File: src/rtl/cdag_pkg.sv
package cdag_pkg;
   typedef enum logic [1:0] {
      FLD_INDEX  = 2'd0,
      FLD_MODIFY = 2'd1,
      FLD_LENGTH = 2'd2,
      FLD_BASE   = 2'd3
   } wr_field_e;
endpackage

File: src/rtl/cdag_step.sv
module cdag_step #(
   parameter int AW      = 14,
   parameter bit CIRC_EN = 1'b1
) (
   input  logic [AW-1:0] cur,
   input  logic [AW-1:0] step,
   input  logic [AW-1:0] base,
   input  logic [AW-1:0] len,
   output logic [AW-1:0] nxt
);
   localparam int SW = AW + 2;

   logic signed [SW-1:0] sum_s;
   logic signed [SW-1:0] step_s;
   assign step_s = {{2{step[AW-1]}}, step};
   assign sum_s  = $signed({2'b00, cur}) + step_s;

   generate
      if (CIRC_EN) begin : g_circ
         logic signed [SW-1:0] lo_s, hi_s, len_s;
         assign lo_s  = $signed({2'b00, base});
         assign len_s = $signed({2'b00, len});
         assign hi_s  = lo_s + len_s;
         always_comb begin
            nxt = sum_s[AW-1:0];
            if (len != '0) begin
               if (!step[AW-1] && (sum_s >= hi_s))
                  nxt = AW'(sum_s - len_s);
               else if (step[AW-1] && (sum_s < lo_s))
                  nxt = AW'(sum_s + len_s);
            end
         end
      end else begin : g_lin
         logic unused_ok;
         assign unused_ok = ^{base, len};
         assign nxt = sum_s[AW-1:0];
      end
   endgenerate
endmodule

File: src/rtl/cdag_mod_file.sv
module cdag_mod_file #(
   parameter int AW   = 14,
   parameter int NMOD = 4,
   localparam int MSW = $clog2(NMOD)
) (
   input  logic                     clk,
   input  logic                     rst_n,
   input  logic                     we,
   input  logic [MSW-1:0]           wnum,
   input  logic [AW-1:0]            wdata,
   input  logic [MSW-1:0]           rsel,
   output logic [AW-1:0]            rdata,
   output logic [NMOD-1:0][AW-1:0]  mods
);
   generate
      for (genvar m = 0; m < NMOD; m++) begin : g_mod
         always_ff @(posedge clk) begin
            if (!rst_n)
               mods[m] <= '0;
            else if (we && (wnum == MSW'(m)))
               mods[m] <= wdata;
         end
      end
   endgenerate
   assign rdata = mods[rsel];
endmodule

File: src/rtl/cdag_ptr_bank.sv
module cdag_ptr_bank
   import cdag_pkg::*;
#(
   parameter int AW   = 14,
   parameter int NPTR = 4,
   localparam int PSW = $clog2(NPTR)
) (
   input  logic                     clk,
   input  logic                     rst_n,
   input  logic                     wr_en,
   input  logic [1:0]               wr_field,
   input  logic [PSW-1:0]           wr_num,
   input  logic [AW-1:0]            wr_data,
   input  logic                     upd_en,
   input  logic [PSW-1:0]           upd_ptr,
   input  logic [AW-1:0]            upd_val,
   output logic [NPTR-1:0][AW-1:0]  idx,
   output logic [NPTR-1:0][AW-1:0]  len,
   output logic [NPTR-1:0][AW-1:0]  base
);
   wr_field_e fld;
   assign fld = wr_field_e'(wr_field);

   generate
      for (genvar p = 0; p < NPTR; p++) begin : g_ptr
         logic hit_w, hit_u;
         assign hit_w = wr_en && (wr_num == PSW'(p));
         assign hit_u = upd_en && (upd_ptr == PSW'(p));

         always_ff @(posedge clk) begin
            if (!rst_n) begin
               idx[p]  <= '0;
               len[p]  <= '0;
               base[p] <= '0;
            end else begin
               // an index write outranks the post-modify of the same pointer
               if (hit_w && (fld == FLD_INDEX))
                  idx[p] <= wr_data;
               else if (hit_u)
                  idx[p] <= upd_val;
               if (hit_w && (fld == FLD_LENGTH))
                  len[p] <= wr_data;
               if (hit_w && (fld == FLD_BASE))
                  base[p] <= wr_data;
            end
         end
      end
   endgenerate
endmodule

File: src/rtl/circ_addr_gen.sv
module circ_addr_gen
   import cdag_pkg::*;
#(
   parameter int AW      = 14,
   parameter int NPTR    = 4,
   parameter int NMOD    = 4,
   parameter bit CIRC_EN = 1'b1,
   localparam int PSW    = $clog2(NPTR),
   localparam int MSW    = $clog2(NMOD)
) (
   input  logic           clk,
   input  logic           rst_n,
   input  logic           acc_en,
   input  logic [PSW-1:0] acc_ptr,
   input  logic [MSW-1:0] acc_mod,
   input  logic           wr_en,
   input  logic [1:0]     wr_field,
   input  logic [PSW-1:0] wr_num,
   input  logic [AW-1:0]  wr_data,
   output logic [AW-1:0]  addr_o
);
   initial begin
      if (AW < 4 || AW > 30)
         $error("circ_addr_gen: AW out of range");
      if (NPTR < 2 || (NPTR & (NPTR - 1)) != 0)
         $error("circ_addr_gen: NPTR must be a power of two");
      if (NMOD < 2 || (NMOD & (NMOD - 1)) != 0)
         $error("circ_addr_gen: NMOD must be a power of two");
      if (MSW > PSW)
         $error("circ_addr_gen: wr_num too narrow to address modify registers");
   end

   logic [NPTR-1:0][AW-1:0] idx_q, len_q, base_q;
   logic [NMOD-1:0][AW-1:0] mod_q;
   logic [AW-1:0]           step_v, nxt_v;
   logic                    mod_we;

   assign mod_we = wr_en && (wr_field_e'(wr_field) == FLD_MODIFY);

   cdag_mod_file #(.AW(AW), .NMOD(NMOD)) u_mods (
      .clk   (clk),
      .rst_n (rst_n),
      .we    (mod_we),
      .wnum  (MSW'(wr_num)),
      .wdata (wr_data),
      .rsel  (acc_mod),
      .rdata (step_v),
      .mods  (mod_q)
   );

   cdag_step #(.AW(AW), .CIRC_EN(CIRC_EN)) u_step (
      .cur  (idx_q[acc_ptr]),
      .step (step_v),
      .base (base_q[acc_ptr]),
      .len  (len_q[acc_ptr]),
      .nxt  (nxt_v)
   );

   cdag_ptr_bank #(.AW(AW), .NPTR(NPTR)) u_ptrs (
      .clk      (clk),
      .rst_n    (rst_n),
      .wr_en    (wr_en),
      .wr_field (wr_field),
      .wr_num   (wr_num),
      .wr_data  (wr_data),
      .upd_en   (acc_en),
      .upd_ptr  (acc_ptr),
      .upd_val  (nxt_v),
      .idx      (idx_q),
      .len      (len_q),
      .base     (base_q)
   );

   assign addr_o = idx_q[acc_ptr];
endmodule

File: config.mk
export PLATFORM = sky130hd
export DESIGN_NAME = circ_addr_gen
export DESIGN_NICKNAME = d
export VERILOG_FILES = /design/src/rtl/cdag_pkg.sv /design/src/rtl/cdag_step.sv /design/src/rtl/cdag_mod_file.sv /design/src/rtl/cdag_ptr_bank.sv /design/src/rtl/circ_addr_gen.sv
export SDC_FILE = /design/constraint.sdc
export NUM_CORES = 1
export LEC_CHECK = 0
export BUFFER_PORTS_ARGS = -buffer_cell sky130_fd_sc_hd__buf_2
export CAP_MARGIN = 0
export CORE_ASPECT_RATIO = 0.5
export CORE_MARGIN = 2
export CORE_UTILIZATION = 40
export CTS_CLUSTER_DIAMETER = 200
export DETAILED_ROUTE_END_ITERATION = 10
export REMOVE_ABC_BUFFERS = 1
export SLEW_MARGIN = 5
export SYNTH_ARGS = -nofsm -noshare
export SYNTH_HDL_FRONTEND = slang
export SYNTH_HIERARCHICAL = 1
export SYNTH_SLANG_ARGS = --single-unit
File: constraint.sdc
create_clock -name clk -period 15.85 [get_ports clk]
set_input_delay 2.3775 -clock clk [delete_from_list [all_inputs] [get_ports clk]]
set_output_delay 2.3775 -clock clk [all_outputs]
set_load 0.03 [all_outputs]
# --- After elaboration in Yosys (flattened, before gate mapping) ---
# Cells that the tools add are included.
op_classes:
  addsub: 4
  magnitude_cmp: 4
  n_eq_ne: 9
  mux: 19
  reduce_logical: 36
ops:
  columns: ["op", "n"]
  rows:
  - ["$mux 14", 15]
  - ["$bmux 14 s2", 4]
  - ["$logic_and 1x1->1", 27]
  - ["$add 15x14->16", 1]
  - ["$ge 16x16->1", 1]
  - ["$lt 16x15->1", 1]
  - ["$add 14x14->15", 1]
  - ["$add 14x14->14", 1]
  - ["$reduce_bool 14->1", 1]
  - ["$sub 14x14->14", 1]
  - ["$eq 2x2->1 const B", 6]
  - ["$reduce_bool 2->1", 4]
  - ["$eq 2x1->1 const B", 3]
  - ["$logic_not 2->1", 3]
  - ["$lt 2x3->1 const B", 2]
  - ["$logic_not 1->1", 1]
word_totals:
  register_bits: 224
  input_bits: 26
  out_inout_bits: 14
  elab_cells: 88

# --- Depth between registers and ports, before layout ---
# Gate-level depths: netlist of the first run.
logic_depth:
  word_depth: 10
  ltp_mapped: 27
  mapped_depth_nobuf: 23

# --- Hierarchy ---
# Netlist of the first run, hierarchy kept.
by_module_without_submodules:
  columns: ["module", "instances", "cells_per_inst", "area_each_um2", "seq_area_each_um2"]
  rows:
  - ["cdag_ptr_bank", 1, 861, 7160.6, 3363.2]
  - ["cdag_step", 1, 494, 3499.6, 0.0]
  - ["cdag_mod_file", 1, 216, 2439.8, 1121.1]
  - ["circ_addr_gen", 1, 53, 1077.3, 0.0]

# --- Worst setup path before layout of the first run ---
# OpenSTA, ideal clock, no wires.
synth_timing:
  kind: "input to register"
  from: "in acc_ptr[0]"
  to: "reg u_ptrs/idx[20] (netlist name)"
  setup_time_ns: 0.074
  arrival_ns: 7.419
  t_required_ns: 15.776
  path_slack_ns: 8.357
  cell_stages: 26
  n_path_buf: 4
  path_cell_list: "buf_6 > buf_12 > mux4_2 > ha_1 > inv_1 > fa_1 > nor2b_1 > o2111a_1 > or2_2 > o21ai_0 > nand2b_1 > a21o_1 > xor2_1 > ha_1 > or2_2 > a21o_1 > a31o_1 > o211ai_2 > o211ai_2 > nor2b_2 > buf_4 > buf_4 > nor3_1 > nor4_1 > nand2_1 > a31oi_1"
synth_via:
  elab_chain_cells: 10
  word_cells_on_any_way: 23
  cone_classes: "add/sub (4); order compare (2); eq/ne (1); mux (11); reduce/logical (5)"
synth_rtl:
  columns: ["item", "line", "text"]
  rows:
  - ["from (decl)", "circ_addr_gen.sv:14", "input logic [PSW-1:0] acc_ptr,"]
  - ["$bmux 14 s2 *", null, null]
  - ["$mux 14 *", null, null]
  - ["via addr_o[0]", "circ_addr_gen.sv:20", "output logic [AW-1:0] addr_o"]
  - ["$add 15x14->16 *", "cdag_step.sv:16", "assign sum_s = $signed({2'b00, cur}) + step_s;"]
  - ["$lt 16x15->1", "cdag_step.sv:29", "else if (step[AW-1] && (sum_s < lo_s))"]
  - ["$logic_and 1x1->1", "cdag_step.sv:29", null]
  - ["$mux 14", "cdag_step.sv:29", null]
  - ["$mux 14", "cdag_step.sv:27", "if (!step[AW-1] && (sum_s >= hi_s))"]
  - ["$mux 14 *", "cdag_step.sv:26", "if (len != '0) begin"]
  - ["via nxt_v[6]", "circ_addr_gen.sv:35", "logic [AW-1:0] step_v, nxt_v;"]
  - ["$mux 14 *", "cdag_ptr_bank.sv:39", "else if (hit_u)"]
  - ["$mux 14 *", "cdag_ptr_bank.sv:37", "if (hit_w && (fld == FLD_INDEX))"]
  - ["to (signal, indexed assignment)", "cdag_ptr_bank.sv:38", "idx[p] <= wr_data;"]
  - ["to (signal, indexed assignment)", "cdag_ptr_bank.sv:40", "idx[p] <= upd_val;"]
  - ["to (decl)", "cdag_ptr_bank.sv:17", "output logic [NPTR-1:0][AW-1:0] idx,"]
# The timed path passes the listed nets; every way through them passes the cells marked *. The select of a mux whose other input is x is not followed.
# A chain may end at the register's enable or synchronous reset.

# --- Worst setup path in the final report of the first run ---
layout_timing:
  from: "in acc_ptr[0]"
  to: "reg u_ptrs/idx[23] (netlist name)"
layout_via:
  elab_chain_cells: 10
  word_cells_on_any_way: 23
  cone_classes: "add/sub (4); order compare (2); eq/ne (1); mux (11); reduce/logical (5)"
layout_rtl:
  columns: ["item", "line", "text"]
  rows:
  - ["$bmux 14 s2", "circ_addr_gen.sv:52", ".cur (idx_q[acc_ptr]),"]
  - ["$mux 14 (not written as such)", "circ_addr_gen.sv:52", null]
  - ["$add 15x14->16", "cdag_step.sv:16", null]
  - ["$lt 16x15->1", "cdag_step.sv:29", null]
  - ["$logic_and 1x1->1", "cdag_step.sv:29", null]
  - ["$mux 14", "cdag_step.sv:29", null]
  - ["$mux 14", "cdag_step.sv:27", null]
  - ["$mux 14 *", "cdag_step.sv:26", null]
  - ["via nxt_v[9]", "circ_addr_gen.sv:35", null]
  - ["$mux 14 *", "cdag_ptr_bank.sv:39", null]
  - ["$mux 14 *", "cdag_ptr_bank.sv:37", null]
# Marks and branches as above.

==> results of run 1 <==
[flip-flops by register name, indices dropped and copies added (netlist names)]
signal / cells
u_ptrs/idx: 56
u_ptrs/base: 56
u_ptrs/len: 56
u_mods/mods: 56
[cell usage after synthesis, drive strengths merged, types with 9 or more instances]
cell type    n  share of area [%]
a21boi     116                6.1
a21o        15               0.79
a21oi       29                1.0
a31oi       64                2.8
and2         9               0.40
and3        11               0.52
buf         58                2.9
clkbuf      87                2.4
dfxtp      224                 32
ha          79                7.0
inv         55                1.5
mux2i       57                4.0
mux4        56                9.1
nand2      212                5.6
nand2b      10               0.44
nand3      133                4.7
nor2        36               0.95
nor2b       11               0.50
nor3        17               0.60
nor3b       15               0.91
o211ai       9               0.55
o21ai      144                5.1
o21bai      12               0.64
o31ai       58                3.1
or2         13               0.57
xnor2       17                1.1
xor2        10               0.62
[per-stage QoR]
| stage | util [%] | area [sq um] | hold slack [ns] | worst slack (ns) | power (mW) |
|---|---|---|---|---|---|
| final | 43.4 | 15100 | 0.451 | 7.29 | 1.32 |
| after global routing | 43.4 | 15100 | 0.475 | 6.77 | 1.37 |
| after CTS | 43.4 | 15100 | 0.456 | 7.31 | 1.33 |
| after detailed placement | 41.3 | 14300 | 0.444 | 6.78 | 0.804 |
| after global placement | 41.3 | 14300 | 0.442 | 6.91 | 0.805 |
| after floorplan | - | 13400 | 0.430 | 8.33 | 0.720 |
[cells by family (layout without fill, tap and decap cells)]
family,count (synthesis),after routing,synth area share (%)
flip-flops,224,224,31.6
multiplexers,113,113,13.2
XOR/XNOR,27,27,1.67
AO/OA/AOI/OAI,479,479,22.2
buffers and inverters,200,149,6.74
adder cells (fa/ha/maj),83,83,7.54
AND/OR/NAND/NOR,498,498,17.0
[how the worst max path moves through the flow]
| stage | start | to | cells after the start |
|---|---|---|---|
| finish | acc_ptr[0] | u_ptrs/idx[23]$_SDFFE_PN0P_ | 25 |
| global route | acc_ptr[0] | u_ptrs/idx[43]$_SDFFE_PN0P_ | 25 |
| CTS | acc_ptr[0] | u_ptrs/idx[9]$_SDFFE_PN0P_ | 25 |
| detailed placement | acc_ptr[0] | u_ptrs/idx[9]$_SDFFE_PN0P_ | 25 |
| global placement | acc_ptr[0] | u_ptrs/idx[23]$_SDFFE_PN0P_ | 25 |
| floorplan | acc_ptr[0] | u_ptrs/idx[49]$_SDFFE_PN0P_ | 22 |
[critical path: stages]
cell,delay [ns]
buf_4,0.42
buf_4,0.53
mux4_2,0.59
ha_1,0.23
inv_1,0.07
fa_1,0.20
nor2b_1,0.07
o2111a_1,0.25
or2_2,0.31
o21ai_0,0.15
nand2b_1,0.07
a21o_1,0.18
xor2_1,0.39
ha_1,0.32
or2_2,0.31
a21o_1,0.18
a31o_1,0.23
o211ai_2,0.19
o211ai_2,0.15
nor2b_2,0.27
buf_4,0.32
nor3_1,0.09
nor4_1,0.76
nand2_1,0.10
a31oi_1,0.19
[layout make-up]
class / instances / area share (%)
timing repair buffer: 53 / 2.05
sequential: 224 / 29.8
inverter: 55 / 1.37
tap: 475 / 3.94
clock buffer: 41 / 4.80
multi-input combinational: 1200 / 58.1
[routing by layer]
layer,vias up,GRT usage (%),part of all wire [%]
met5,-,0,0
met4,0,6.23,2.3
met3,62,4.75,9.3
met2,539,35.0,42
met1,6029,35.0,47
li1,5769,-,-
[power breakdown]
part           internal (mW)  total (mW)  switching (mW)  leakage (nW)
Combinational         0.0732       0.217           0.144          3.54
Sequential             0.574       0.580         0.00534          1.81
Clock                  0.306       0.527           0.221         0.353
Total                  0.953        1.32           0.370          5.70
==> impl_results.md, run 1 <==
- Number of global-route vias before repair: 11.5k
- Post-Syn Area per Cell: 8.73 sq um
- Crit. End Element: register
- DRC errors left: 0
- Req. time, crit path: 16.27 ns
- Placed insts: 2007
- R2R Setup Slk: 9.74 ns
- Sequential share of the synthesized area: 31.6%
- Post-CTS setup buffer count: 0
- First-pass GRT wire length: 68700 microns
- Crit Path Max Fanout: 26
- Layout cell share with drive strength beyond 1: 10.6%
- NumNets Final: 1666
- Mapped cell area: 14200 sq um
- Commonest non-fill, non-tap cell in the layout: dfxtp_1
- Reg area: 4480 sq um
- CTS root buf: clkbuf_16
- IR drop worst, VDD: 0.0577 mV
- Min-Delay Path Depth: 2
- Antenna Nets Post-Route: 0
- Count of pins over their slew limit: 0
- Hold Crit Class: reg2reg
- Multi-input logic area: 8750 sq um
- RSZ-0062 raised after global routing: false
- Post-synthesis sequential element count: 224
- Most frequent cells in the layout: 224 x dfxtp_1, 212 x nand2_1, 142 x o21ai_0
- Die W: 270 microns
- Hold Vio Cnt, Final: 0
- Run status: completed
- TritonCTS Buffers: 23
- Hold Path Sink: u_mods/mods[0]$_SDFFE_PN0P_
- Cell variety after synth: 74
- Final std cells w/o fill: 2048
- CTS Buffer Depth: 3
- Yosys warning count: 6
- Hold-fix buffers, CTS: 0
- Worst-Skew Late Latency: 0.50 ns
- Vias per inst: 6.05
- Overall Global Routing Usage: 23.7%
- # diodes: 0
- DRT iter0 DRCs: 1588
- CTS tree: done
- Leak: 5.70 nW
- Chip height: 137 microns
- Synth Instances: 1624
- Routed vias: 12.4k
- Reg2Reg Depth: 20
- Layout area overhead: 6.29%
- Number of max-cap violations: 0
- Clk_skew: 0.00980 ns
- Die ar.: 37100 sq um
- Critical path class: in2reg
- DR WL/cell: 21.8 microns
- FF-to-FF End: u_ptrs/idx[23]$_SDFFE_PN0P_
- Port bufs: 39
- Final setup violation count: 0
- H-tree depth reported by CTS: 1
- Critical R2R Launch: u_ptrs/base[42]$_SDFFE_PN0P_
- Post-cts resize count: 0
- Period utilisation layout: 54.0%
- Core Region: 34700 sq um
- FFs w/ async S/R, synth: 0%
- Initial antenna violation count: 0
- Post-synth EDFFs: 0
- Sink Count: 224
- HPWL after detailed placement: 29100 microns
- Worst hold start: u_mods/mods[0]$_SDFFE_PN0P_
- Largest net degree at the start of global routing: 92
- Tightest Pin Transition: 1.18 ns
- Initial Util: 40.8%
- GP Congestion: 0.876
- Primary FF master, synth: dfxtp_1
- GRT overflow: 0
- Achievable Freq: 117 MHz
- Pwr/cell area: 87.8 nW/um^2
- Final WL: 44600 microns
- CP Launch Type: primary input
- Final min period: 8.56 ns
- Row Count: 48
- First-pass DRT Iterations: 6
- CTS clock-pin slew for the worst setup and hold paths: 0.06 ns
- Setup TNS: 0 ns
- IO Pins: 40
- Worst Path Arrival: 8.98 ns
- Slew margin rel.: 21.0%
- FILL cells: 3428
Power figures use the tool's default switching activity.
==> run 2: changes to the inputs <==
==> constraint.sdc (replaced) <==
create_clock -name clk -period 7.13 [get_ports clk]
set_input_delay 1.0695 -clock clk [delete_from_list [all_inputs] [get_ports clk]]
set_output_delay 1.0695 -clock clk [all_outputs]
set_load 0.03 [all_outputs]
==> run 2 against run 1 <==
Against the previous run: combinational power is 130% higher; sequential share of layout area shrank 0.30 points; clock-buffer cell count fell by 7; clock skew hardly changed.
==> impl_results.md, run 2 (synthesized netlist as in run 1, its figures left out) <==
- Switching share of power: 28.6%
- DR WL/cell: 21.7 microns
- Cell Int Power: 2.13 mW
- Critical path class: in2reg
- First-pass GRT wire length: 68500 microns
- Number of max-cap violations: 0
- Clock power frac: 40.2%
- Initial antenna violation count: 0
- Delay-heaviest family, CP: compound AO/OA/AOI/OAI gates
- Post-CTS setup buffer count: 0
- Req. time, crit path: 7.57 ns
- Clk_skew: 0.00983 ns
- IR drop worst, VDD: 0.154 mV
- NumNets Final: 1683
- First-pass DRT Iterations: 5
- Post-route cell area: 15200 sq um
- Combinational power share: 16.7%
- H-tree depth reported by CTS: 1
- Placed cell area: 14500 sq um
- Sink Count: 224
- CTS tree: done
- CTS Buffer Depth: 3
- CP Launch Type: primary input
- Initial Util: 40.8%
- Layout area overhead: 7.36%
- Die ar.: 37100 sq um
- GRT overflow: 0
- Critical path cell sequence: buf_4 > mux4_2 > ha_1 > fa_1 > a21o_1 > a21oi_1 > o21ai_0 > a21oi_1 > o21ba_2 > o21ai_0 > a21oi_1 > xor2_1 > ha_1 > nor3_1 > o21ai_0 > o21bai_1 > a311o_1 > a31oi_1 > o21ai_1 > and3_1 > or2_2 > o21ai_0 > nand2_1 > a31oi_1
- Post-Place Setup Slack: 0.153 ns
- Overall Global Routing Usage: 23.7%
- Vias per inst: 5.96
- Largest net degree at the start of global routing: 101
- Fin worst setup slack: 0.637 ns
- Final std cells w/o fill: 2066
- Commonest non-fill, non-tap cell in the layout: dfxtp_1
- Hold Vio Cnt, Final: 0
- Setup TNS: 0 ns
- TritonCTS Buffers: 24
- Row Count: 48
- Slowest stage delay, CP: 0.63 ns
- Routed vias: 12.3k
- Hold Crit Class: reg2reg
- Final min period: 6.49 ns
- Achievable Freq: 154 MHz
- Chip height: 137 microns
- Pwr/cell area: 196 nW/um^2
- Multi-input logic area: 8750 sq um
- Crit Path Max Fanout: 20
- Count of pins over their slew limit: 0
- Leak: 5.81 nW
- Run status: completed
- CP max-delay cell: mux4_2
- RSZ-0062 raised after global routing: false
- Port bufs: 39
- Most frequent cells in the layout: 224 x dfxtp_1, 212 x nand2_1, 142 x o21ai_0
- CP most frequent cell: o21ai_0
- IO Pins: 40
- CTS root buf: clkbuf_16
- Number of global-route vias before repair: 11.6k
- GP Congestion: 0.939
- Antenna Nets Post-Route: 0
- Layout cell share with drive strength beyond 1: 11.9%
- Post-cts resize count: 0
- Placed insts: 2023
- Crit. End Element: register
- CTS clock-pin slew for the worst setup and hold paths: 0.06 ns
- Worst Path Arrival: 6.94 ns
- Final setup violation count: 0
- Reg area: 4480 sq um
- Die W: 270 microns
- Hold Slack: 0.455 ns
- P_sw: 0.855 mW
- # diodes: 0
- Tightest Pin Transition: 1.17 ns
- Period utilisation layout: 91.1%
- Sequential share of power: 43.1%
- FILL cells: 3462
- Hold-fix buffers, CTS: 0
- HPWL after detailed placement: 29200 microns
- Crit path buffers/inverters: 1
- Worst-Skew Late Latency: 0.52 ns
- DRT iter0 DRCs: 1266
- DRC errors left: 0
- Final WL: 44900 microns
- Slew margin rel.: 22.0%
- Core Region: 34700 sq um
run 2: cell type report:
cell class | instances | share of cell area [%]
Multi-Input combinational cell | 1200 | 57.5
Sequential cell | 224 | 29.5
Clock inverter | 9 | 0.370
Tap cell | 475 | 3.90
Inverter | 55 | 1.36
Clock buffer | 34 | 4.59
Timing Repair Buffer | 69 | 2.82
run 2: worst paths after layout:
kind | to | startpoint | slack, ns | depth (start not counted)
setup / recovery | u_ptrs/idx[28]$_SDFFE_PN0P_ | acc_ptr[0] | 0.64 | 24
hold / removal | u_mods/mods[35]$_SDFFE_PN0P_ | u_mods/mods[35]$_SDFFE_PN0P_ | 0.46 | 2
setup reg to reg | u_ptrs/idx[50]$_SDFFE_PN0P_ | u_mods/mods[30]$_SDFFE_PN0P_ | 1.28 | 21
hold reg to reg | u_mods/mods[35]$_SDFFE_PN0P_ | u_mods/mods[35]$_SDFFE_PN0P_ | 0.46 | 2
run 2: metrics by stage:
stage	power, mW	utilization [%]
floorplan	1.60	-
global placement	1.80	41.7
detailed placement	1.80	41.7
CTS	2.99	43.8
global route	3.09	43.8
finish	2.99	43.8
run 2: worst reg2reg max path, cell delays in order (launching register included):
cell       delay, ns
dfxtp_1         0.32
mux4_1          0.64
ha_1            0.40
and3_4          0.21
a2111oi_4       0.48
o21bai_1        0.11
a21oi_1         0.19
xnor2_1         0.34
ha_1            0.39
a21oi_1         0.15
o21ai_0         0.09
a211o_1         0.32
and4_1          0.21
a31o_1          0.19
o211ai_2        0.17
o211ai_2        0.14
nor2b_2         0.32
buf_4           0.26
nor3b_1         0.06
nand4b_1        0.43
nand2_1         0.18
a31oi_1         0.09
run 2: layer usage:
metal | vias to the layer above | part of all wire (%) | global-route usage [%] | wire, microns
met5 | - | 0 | 0 | 0
met4 | 0 | 1.9 | 5.34 | 836
met3 | 53 | 9.7 | 6.82 | 4330
met2 | 435 | 43 | 36.9 | 19400
met1 | 5999 | 45 | 32.5 | 20300
li1 | 5822 | - | - | -
run 2: power by group through the flow:
stage,Combinational (mW),Clock (mW),Sequential [mW]
finish,0.498,1.20,1.29
global placement,0.487,0,1.32
detailed placement,0.488,0,1.32
CTS,0.490,1.22,1.29
global route,0.537,1.26,1.29
floorplan,0.288,0,1.31
